`src/rtl/qspi_quad_reader.sv`:
```
module qspi_quad_reader #(
  parameter int LEN_W = 16,
  parameter int DIV_W = 8
) (
  input  logic             clk,
  input  logic             rst_n,
  input  logic             req,
  input  logic [23:0]      req_addr,
  input  logic [LEN_W-1:0] req_len,
  input  logic             req_quad,
  input  logic [DIV_W-1:0] req_div,
  output logic             ack,
  input  logic             abort,
  output logic             cs_n,
  output logic             sck,
  output logic [3:0]       dq_out,
  output logic [3:0]       dq_oe,
  input  logic [3:0]       dq_in,
  output logic [7:0]       rd_data,
  output logic             rd_valid,
  input  logic             rd_ready
);

  localparam logic [7:0] OPCODE    = 8'hEB;
  localparam logic [2:0] ADDR_LAST = 3'd5;
  localparam logic [2:0] GAP_LAST  = 3'd5;

  typedef enum logic [2:0] {
    S_IDLE = 3'd0, S_CMD = 3'd1, S_ADDR = 3'd2,
    S_GAP = 3'd3, S_DATA = 3'd4, S_DONE = 3'd5
  } st_t;

  st_t              st;
  logic             quad;
  logic [DIV_W-1:0] div_q, div_cnt;
  logic [31:0]      sh;
  logic [2:0]       cnt;
  logic [LEN_W-1:0] left;
  logic             half;
  logic [3:0]       nib_hi;

  wire       active   = (st == S_CMD) || (st == S_ADDR) || (st == S_GAP) || (st == S_DATA);
  wire       stall    = rd_valid && !rd_ready;
  wire       hold     = (st == S_DATA) && !sck && stall;
  wire       tick     = active && (div_cnt == div_q);
  wire       quit     = (st == S_DATA) && !sck && abort;
  wire       rise     = tick && !sck && !hold && !quit;
  wire       fall     = tick && sck;
  wire [2:0] cmd_last = quad ? 3'd1 : 3'd7;

  assign cs_n = !active;
  assign ack  = (st == S_DONE);

  always_comb begin
    dq_out = 4'b0000;
    dq_oe  = 4'b0000;
    if (st == S_CMD) begin
      if (quad) begin
        dq_out = sh[31:28];
        dq_oe  = 4'b1111;
      end else begin
        dq_out = {3'b000, sh[31]};
        dq_oe  = 4'b0001;
      end
    end else if (st == S_ADDR) begin
      dq_out = sh[31:28];
      dq_oe  = 4'b1111;
    end
  end

  always_ff @(posedge clk or negedge rst_n) begin
    if (!rst_n) begin
      st       <= S_IDLE;
      quad     <= 1'b0;
      div_q    <= '0;
      div_cnt  <= '0;
      sh       <= '0;
      cnt      <= '0;
      left     <= '0;
      half     <= 1'b0;
      nib_hi   <= '0;
      sck      <= 1'b0;
      rd_data  <= '0;
      rd_valid <= 1'b0;
    end else begin
      if (rd_valid && rd_ready) rd_valid <= 1'b0;
      if (active && !hold) div_cnt <= tick ? '0 : div_cnt + 1'b1;
      case (st)
        S_IDLE: begin
          if (req) begin
            quad    <= req_quad;
            div_q   <= req_div;
            sh      <= {OPCODE, req_addr};
            left    <= req_len;
            cnt     <= '0;
            half    <= 1'b0;
            div_cnt <= '0;
            st      <= (req_len == '0) ? S_DONE : S_CMD;
          end
        end
        S_DONE: st <= S_IDLE;
        default: begin
          if (quit) begin
            st <= S_DONE;
          end else if (rise) begin
            sck <= 1'b1;
            if (st == S_DATA) begin
              if (!half) begin
                nib_hi <= dq_in;
                half   <= 1'b1;
              end else begin
                rd_data  <= {nib_hi, dq_in};
                rd_valid <= 1'b1;
                left     <= left - 1'b1;
                half     <= 1'b0;
              end
            end
          end else if (fall) begin
            sck <= 1'b0;
            cnt <= cnt + 3'd1;
            case (st)
              S_CMD: begin
                sh <= quad ? (sh << 4) : (sh << 1);
                if (cnt == cmd_last) begin
                  st  <= S_ADDR;
                  cnt <= '0;
                end
              end
              S_ADDR: begin
                sh <= sh << 4;
                if (cnt == ADDR_LAST) begin
                  st  <= S_GAP;
                  cnt <= '0;
                end
              end
              S_GAP: begin
                if (cnt == GAP_LAST) begin
                  st  <= S_DATA;
                  cnt <= '0;
                end
              end
              default: begin
                if (left == '0 && !half) st <= S_DONE;
              end
            endcase
          end
        end
      endcase
    end
  end

endmodule


```
`config.mk`:
```
export PLATFORM = sky130hd
export DESIGN_NAME = qspi_quad_reader
export DESIGN_NICKNAME = d
export VERILOG_FILES = /design/src/rtl/qspi_quad_reader.sv
export SDC_FILE = /design/constraint.sdc
export NUM_CORES = 1
export LEC_CHECK = 0
export BUFFER_PORTS_ARGS = -buffer_cell sky130_fd_sc_hd__buf_2
export CAP_MARGIN = 15
export CORE_AREA = 2 2 141 143
export CTS_CLUSTER_SIZE = 30
export DETAILED_ROUTE_END_ITERATION = 12
export DIE_AREA = 0 0 143 145
export PLACE_DENSITY = 0.5
export SLEW_MARGIN = 20
export SYNTH_ARGS = -nofsm -noshare
export SYNTH_HDL_FRONTEND = slang
export SYNTH_SLANG_ARGS = --single-unit
```
`constraint.sdc`:
```
create_clock -name clk -period 2.4 [get_ports clk]
set_clock_uncertainty 0.15 [all_clocks]
set_input_delay 0.72 -clock clk [delete_from_list [all_inputs] [get_ports clk]]
set_output_delay 0.72 -clock clk [all_outputs]
set_load 0.03 [all_outputs]
```
==> results.sh, run 1 <==
export IMPL_crit_start="st[0]$_DFFE_PN0P_"
export IMPL_clk_path_buf_depth=2
export IMPL_placement_io_buffers=77
export IMPL_synthesis_area_sq_mm=0.00476
export IMPL_synth_most_common_cell="dfrtp_1"
export IMPL_place_congestion=0.811
export IMPL_synth_edf_count=0
export IMPL_setup_violations=6
export IMPL_yosys_top_cells_area="dfrtp_1, nand2_1, a21oi_1, o21ai_0, mux2_2"
export IMPL_worstMarginPinSlew_ns=0.536
export IMPL_fin_crit_sh_pct=101
export IMPL_violations="setup timing"
export IMPL_avgSynthCellArea_sq_um=8.86
export IMPL_num_rows=51
export IMPL_cp_required_ns=1.53
export IMPL_crit_slowest_cell="dfrtp_2"
export IMPL_cts_sinks=86
export IMPL_first_iter_violations=257
export IMPL_path_class="reg -> out"
export IMPL_maxSlewViolCount=0
export IMPL_grt_usage_pct=12.9
export IMPL_ys_seq_elements=86
export IMPL_h_tree_depth=3
export IMPL_vias=4219
export IMPL_antenna_found_initial=1
export IMPL_power_density_mw_per_mm2=499
export IMPL_post_route_min_period_ns=2.43
export IMPL_seq_area_sq_mm=0.00216
export IMPL_drt_total_wl_microns=13100
export IMPL_cp_end_kind="output port"
export IMPL_hpwl_microns=9480
export IMPL_finalNonFillerCells=898
export IMPL_min_path_type="in -> async"
export IMPL_synth_top_cells_by_count="dfrtp_1, nand2_1, a21oi_1, o21ai_0, nor2_1"
export IMPL_ys_types=57
export IMPL_p_leak_nw=2.74
export IMPL_insertion_delay_ns=0.35
export IMPL_critPathArrivalTime_ns=1.56
export IMPL_yosys_area_top_type_share_pct=45.2
export IMPL_overflow=0
export IMPL_drt_pass1_iterations=4
export IMPL_first_global_vias=4376
export IMPL_die_w_microns=143
export IMPL_critPathTopFamily="flip-flops"
export IMPL_finalNetCount=690
export IMPL_area_delta_synth_final_pct=28.1
export IMPL_synth_main_ff_cell="dfrtp_1"
export IMPL_power_mw=3.04
export IMPL_cts_tree="built"
export IMPL_rsz0062_at_grt="yes"
export IMPL_path_clk_slew_ns=0.07
export IMPL_synthCells=537
export IMPL_ir_drop_mv=0.333
export IMPL_ys_warn_count=0
export IMPL_drv_cap=0
export IMPL_synth_fp_nets=600
export IMPL_via_per_inst=4.70
export IMPL_cp_cell_sequence="nand2b_4 > a21oi_4 > and3_1 > buf_6"
export IMPL_root_buffer="clkbuf_16"
export IMPL_placed_cells=875
export IMPL_grt_pass1_wl_microns=21800
export IMPL_drc=0
export IMPL_ant_nets=0
export IMPL_die_h_microns=145
export IMPL_hold_buffers=0
export IMPL_status="finished with violations"
export IMPL_cp_max_fo=7
export IMPL_critPathLaunchType="flip-flop"
export IMPL_synth_area_leader_cell="dfrtp_1"
export IMPL_start_util_pct=24.8
export IMPL_fill_cells=1989
export IMPL_slowest_delay_ns=0.46
export IMPL_dieArea_sq_mm=0.0207
export IMPL_yosysSeqAreaShare_pct=45.2
export IMPL_drive_gt1_share_pct=27.8
export IMPL_final_area_sq_mm=0.00610
export IMPL_place_area_sq_mm=0.00565
export IMPL_grt_max_degree=75
export IMPL_hold_viol=0
export IMPL_reg2reg_from="st[1]$_DFFE_PN0P_"
export IMPL_core_area_sq_mm=0.0192
export IMPL_setup_ws_ns=-0.0307
export IMPL_max_freq_mhz=411
export IMPL_multiInputGateArea_sq_mm=0.00245
export IMPL_cts_buffers=9
export IMPL_synthArstFlopShare_pct=100
export IMPL_path_buf_inv=1
export IMPL_pin_count=78
export IMPL_avgRoutedWirePerCell_microns=14.6
export IMPL_max_slew_margin_rel_pct=64.2
==> per-stage QoR <==
stage / hold slack, ns / setup slack (ns) / setup TNS [ns] / utilization (%)
2_1_floorplan: 0.274 / 0.0484 / 0 / -
3_3_place_gp: 0.328 / 0.0504 / 0 / 29.4
3_5_place_dp: 0.344 / 0.0506 / 0 / 29.4
4_1_cts: 0.216 / -0.0309 / -0.170 / 31.5
5_1_grt: 0.230 / -0.111 / -0.994 / 31.7
6_report: 0.207 / -0.0307 / -0.166 / 31.7
==> worst paths after layout <==
kind / to / slack, ns / cells past startpoint
max in group asynchronous: quad$_DFFE_PN0P_ / 1.33 / 2
hold reg to reg: nib_hi[2]$_DFFE_PN0P_ / 0.36 / 1
setup reg to reg: sh[31]$_DFFE_PN0P_ / 0.10 / 6
min in group clk: nib_hi[2]$_DFFE_PN0P_ / 0.36 / 1
setup / recovery: dq_out[3] / -0.03 / 4
hold / removal: sh[30]$_DFFE_PN0P_ / 0.21 / 1
==> registers in the layout (all words and copies together) (netlist names) <==
name      cells
div_cnt       8
div_q         8
rd_valid      1
rd_data       8
sck           1
sh           32
half          1
st            3
quad          1
nib_hi        4
cnt           3
left         16
==> power breakdown <==
| part | internal, mW | switching (mW) |
|---|---|---|
| Combinational | 0.0422 | 0.0568 |
| Sequential | 1.45 | 0 |
| Clock | 0.873 | 0.619 |
==> logic make-up after synthesis <==
logic type,after synthesis,share of synthesized area [%]
AOI/OAI and AO/OA,170,20.6
DFF,86,45.2
muxes,29,6.68
and+or+nand+nor,180,18.4
adders and majority gates,5,1.31
buffers and inverters,52,5.00
xor gates and xnor gates,15,2.76
==> worst register-to-register path, delay by kind of cell (launching register included) <==
kind	cells	cell delay, ns
simple gates	3	0.80
flops	1	0.47
compound gates	2	0.53
buf+inv	1	0.21
==> placed cells by master (no fill, tap or decap), types with 3 or more instances in the layout <==
cell type / netlist / layout
clkinv_4: 0 / 3
nor4_1: 7 / 6
and3_1: 12 / 11
o22a_1: 3 / 3
xor2_1: 3 / 3
dfrtp_1: 86 / 83
buf_6: 1 / 7
nand3_1: 4 / 4
nand2_1: 83 / 83
mux2i_1: 7 / 7
or3b_1: 3 / 3
a22o_1: 3 / 3
ha_1: 5 / 5
buf_4: 5 / 35
mux2_2: 21 / 21
o21ai_0: 52 / 52
a22oi_1: 14 / 14
nor3_1: 11 / 10
xnor2_1: 12 / 12
a31oi_1: 8 / 7
buf_12: 0 / 5
o21ai_1: 11 / 10
buf_2: 13 / 67
nor2_1: 33 / 33
inv_1: 17 / 17
nor3_2: 3 / 4
nand4_1: 5 / 5
a21oi_1: 60 / 59
dfrtp_2: 0 / 3
clkbuf_16: 0 / 9
==> layer usage <==
metal  wire, microns  GRT usage, %
met5               0             0
met4             156          2.92
met3             582          3.89
met2            6270          21.0
met1            6120          16.8
==> final cells by class <==
class	instances	area share [%]
multi-input combinational	399	40.2
sequential	86	35.4
timing repair buffer	114	12.7
tap	265	5.44
clock buffer	11	4.15
clock inverter	5	1.07
inverter	17	1.05
antenna	1	0.0410
==> repair_timing <==
action / 4_1_cts / 5_1_grt
gates resized for setup: 16 / 10
pin swaps: 5 / 2
buffers inserted: 4 / 2
endpoints found under the setup margin: 10 / 42
No activity file was read; power rests on OpenSTA's default activity.
==> inputs of run 2 (changes only) <==
--- a/config.mk
+++ b/config.mk
@@ -11,6 +11,7 @@
 export CTS_CLUSTER_SIZE = 30
 export DETAILED_ROUTE_END_ITERATION = 12
 export DIE_AREA = 0 0 143 145
+export GPL_TIMING_DRIVEN = 0
 export PLACE_DENSITY = 0.5
 export SLEW_MARGIN = 20
 export SYNTH_ARGS = -nofsm -noshare
==> run 2 against run 1 <==
The run still ends with setup timing left; utilization grew 0.87 points; fmax down 4.8%; total power grew 1.4%; register-to-register slack about the same; sequential cell count unchanged; critical endpoint is now dq_oe[2]; largest power group unchanged.
==> results.sh, run 2 (synthesis gave the netlist of run 1 again) <==
export IMPL_reg2reg_from="st[1]$_DFFE_PN0P_"
export IMPL_place_congestion=0.773
export IMPL_ir_drop_mv=0.357
export IMPL_dieArea_sq_mm=0.0207
export IMPL_top_register="sh"
export IMPL_hold_buffers=0
export IMPL_core_area_sq_mm=0.0192
export IMPL_cp_max_fo=5
export IMPL_rr_worst_depth=9
export IMPL_critPathArrivalTime_ns=1.68
export IMPL_maxSlewViolCount=0
export IMPL_largest_reg_flops=32
export IMPL_max_slew_margin_rel_pct=67.5
export IMPL_critPathLaunchType="flip-flop"
export IMPL_seq_area_sq_mm=0.00215
export IMPL_ant_nets=0
export IMPL_slowest_delay_ns=0.40
export IMPL_critPathTopFamily="buffers and inverters"
export IMPL_cp_end_kind="output port"
export IMPL_multiInputGateArea_sq_mm=0.00250
export IMPL_crit_slowest_cell="dfrtp_1"
export IMPL_insertion_delay_ns=0.35
export IMPL_min_path_type="in -> async"
export IMPL_placement_io_buffers=77
export IMPL_hpwl_microns=9850
export IMPL_p_leak_nw=2.80
export IMPL_drc=0
export IMPL_violations="setup timing"
export IMPL_avgRoutedWirePerCell_microns=15.2
export IMPL_fin_crit_sh_pct=106
export IMPL_path_clk_slew_ns=0.07
export IMPL_grt_pass1_wl_microns=22900
export IMPL_max_freq_mhz=392
export IMPL_die_w_microns=143
export IMPL_grt_usage_pct=13.8
export IMPL_cts_tree="built"
export IMPL_pin_count=78
export IMPL_cp_cell_sequence="buf_6 > nand2b_4 > o21bai_4 > buf_6 > and2_4 > buf_6 > buf_6"
export IMPL_worstMarginPinSlew_ns=0.488
export IMPL_path_class="reg -> out"
export IMPL_overflow=0
export IMPL_hold_viol=0
export IMPL_rsz0062_at_grt="yes"
export IMPL_area_delta_synth_final_pct=31.6
export IMPL_cp_required_ns=1.53
export IMPL_root_buffer="clkbuf_16"
export IMPL_post_route_min_period_ns=2.55
export IMPL_h_tree_depth=3
export IMPL_power_density_mw_per_mm2=492
export IMPL_fin_hold_ws_ns=0.121
export IMPL_via_per_inst=4.73
export IMPL_drt_total_wl_microns=14000
export IMPL_fill_cells=2021
export IMPL_first_iter_violations=342
export IMPL_die_h_microns=145
export IMPL_rrSetupSlack_ns=0.11
export IMPL_vias=4345
export IMPL_cts_sinks=86
export IMPL_path_buf_inv=4
export IMPL_num_rows=51
export IMPL_clk_path_buf_depth=2
export IMPL_crit_start="st[0]$_DFFE_PN0P_"
export IMPL_setup_violations=8
export IMPL_final_common_cell="dfrtp_1"
export IMPL_status="finished with violations"
export IMPL_final_util_pct=32.6
export IMPL_setup_ws_ns=-0.152
export IMPL_drt_pass1_iterations=5
export IMPL_antenna_found_initial=2
export IMPL_drv_cap=0
export IMPL_first_global_vias=4292
export IMPL_crit_path_frequent_cell="buf_6"
export IMPL_start_util_pct=24.8
export IMPL_finalNetCount=711
export IMPL_reg_top3="sh (32), left (16)"
export IMPL_cts_buffers=9
export IMPL_grt_max_degree=50
export IMPL_r2r_end="sh[27]$_DFFE_PN0P_"
export IMPL_drive_gt1_share_pct=29.7
export IMPL_final_cell_mix="dfrtp_1, nand2_1, buf_2"
run 2: changes by cell type in the layout (fill, tap and decap cells not counted), sizes merged:
| cell | previous run | this run |
|---|---|---|
| bufinv | 1 | 2 |
| clkinv | 3 | 0 |
| inv | 18 | 17 |
| clkbuf | 11 | 27 |
| buf | 114 | 118 |
| clkinvlp | 0 | 4 |
run 2: repair_timing:
action | CTS | global route
buffers inserted | 11 | 12
gates cloned | 0 | 0
pin swaps | 5 | 6
setup endpoints to repair | 35 | 69
gates resized for setup | 35 | 32
run 2: through the flow:
| stage | instance area, sq um | instances | setup TNS, ns | total power, mW | worst slack [ns] |
|---|---|---|---|---|---|
| detailed placement | 5550 | 880 | -4.30 | 1.58 | -0.243 |
| CTS | 6070 | 907 | -0.902 | 3.13 | -0.167 |
| floorplan | 4800 | 537 | 0 | 1.48 | 0.0484 |
| finish | 6260 | 919 | -0.784 | 3.08 | -0.152 |
| global route | 6260 | 918 | -1.51 | 3.21 | -0.243 |
| global placement | 5520 | 879 | -45.38 | 1.57 | -0.483 |
run 2: worst max-delay path by stage:
stage / end / cells after the start / slack [ns]
detailed placement: dq_oe[3] / 7 / -0.24
floorplan: dq_oe[2] / 5 / 0.05
global route: dq_oe[2] / 7 / -0.24
global placement: rd_data[2]$_DFFE_PN0P_ / 1 / -0.48
finish: dq_oe[2] / 7 / -0.15
CTS: dq_oe[2] / 7 / -0.17
run 2: report_power, final:
part           switching [mW]  internal, mW  total, mW
Combinational          0.0569        0.0411     0.0980
Sequential                  0          1.45       1.45
Clock                   0.615         0.920       1.54
run 2: layer usage:
layer,up-vias,global-route usage [%],share of wire (%)
met4,2,3.27,0.95
met2,105,21.5,46
met3,16,3.73,5.4
met1,2095,19.1,47
met5,-,0,0.079
li1,2127,-,-
run 2: final cells by class:
cell class                 instances  area share, %
clock buffer                      10           3.66
buffer                            34           3.78
inverter                          17           1.14
antenna                            1         0.0400
timing repair buffer             101           10.3
tap                              265           5.29
sequential                        86           34.4
clock inverter                     6           1.48
multi-input combinational        399           39.9
run 2: worst register-to-register path, cell delays in order (launching register included):
cell,delay [ns]
dfrtp_1,0.40
buf_4,0.14
buf_6,0.12
or3_4,0.41
nand4b_1,0.12
o31ai_1,0.08
o21ai_2,0.21
buf_6,0.18
buf_2,0.24
a22oi_1,0.12
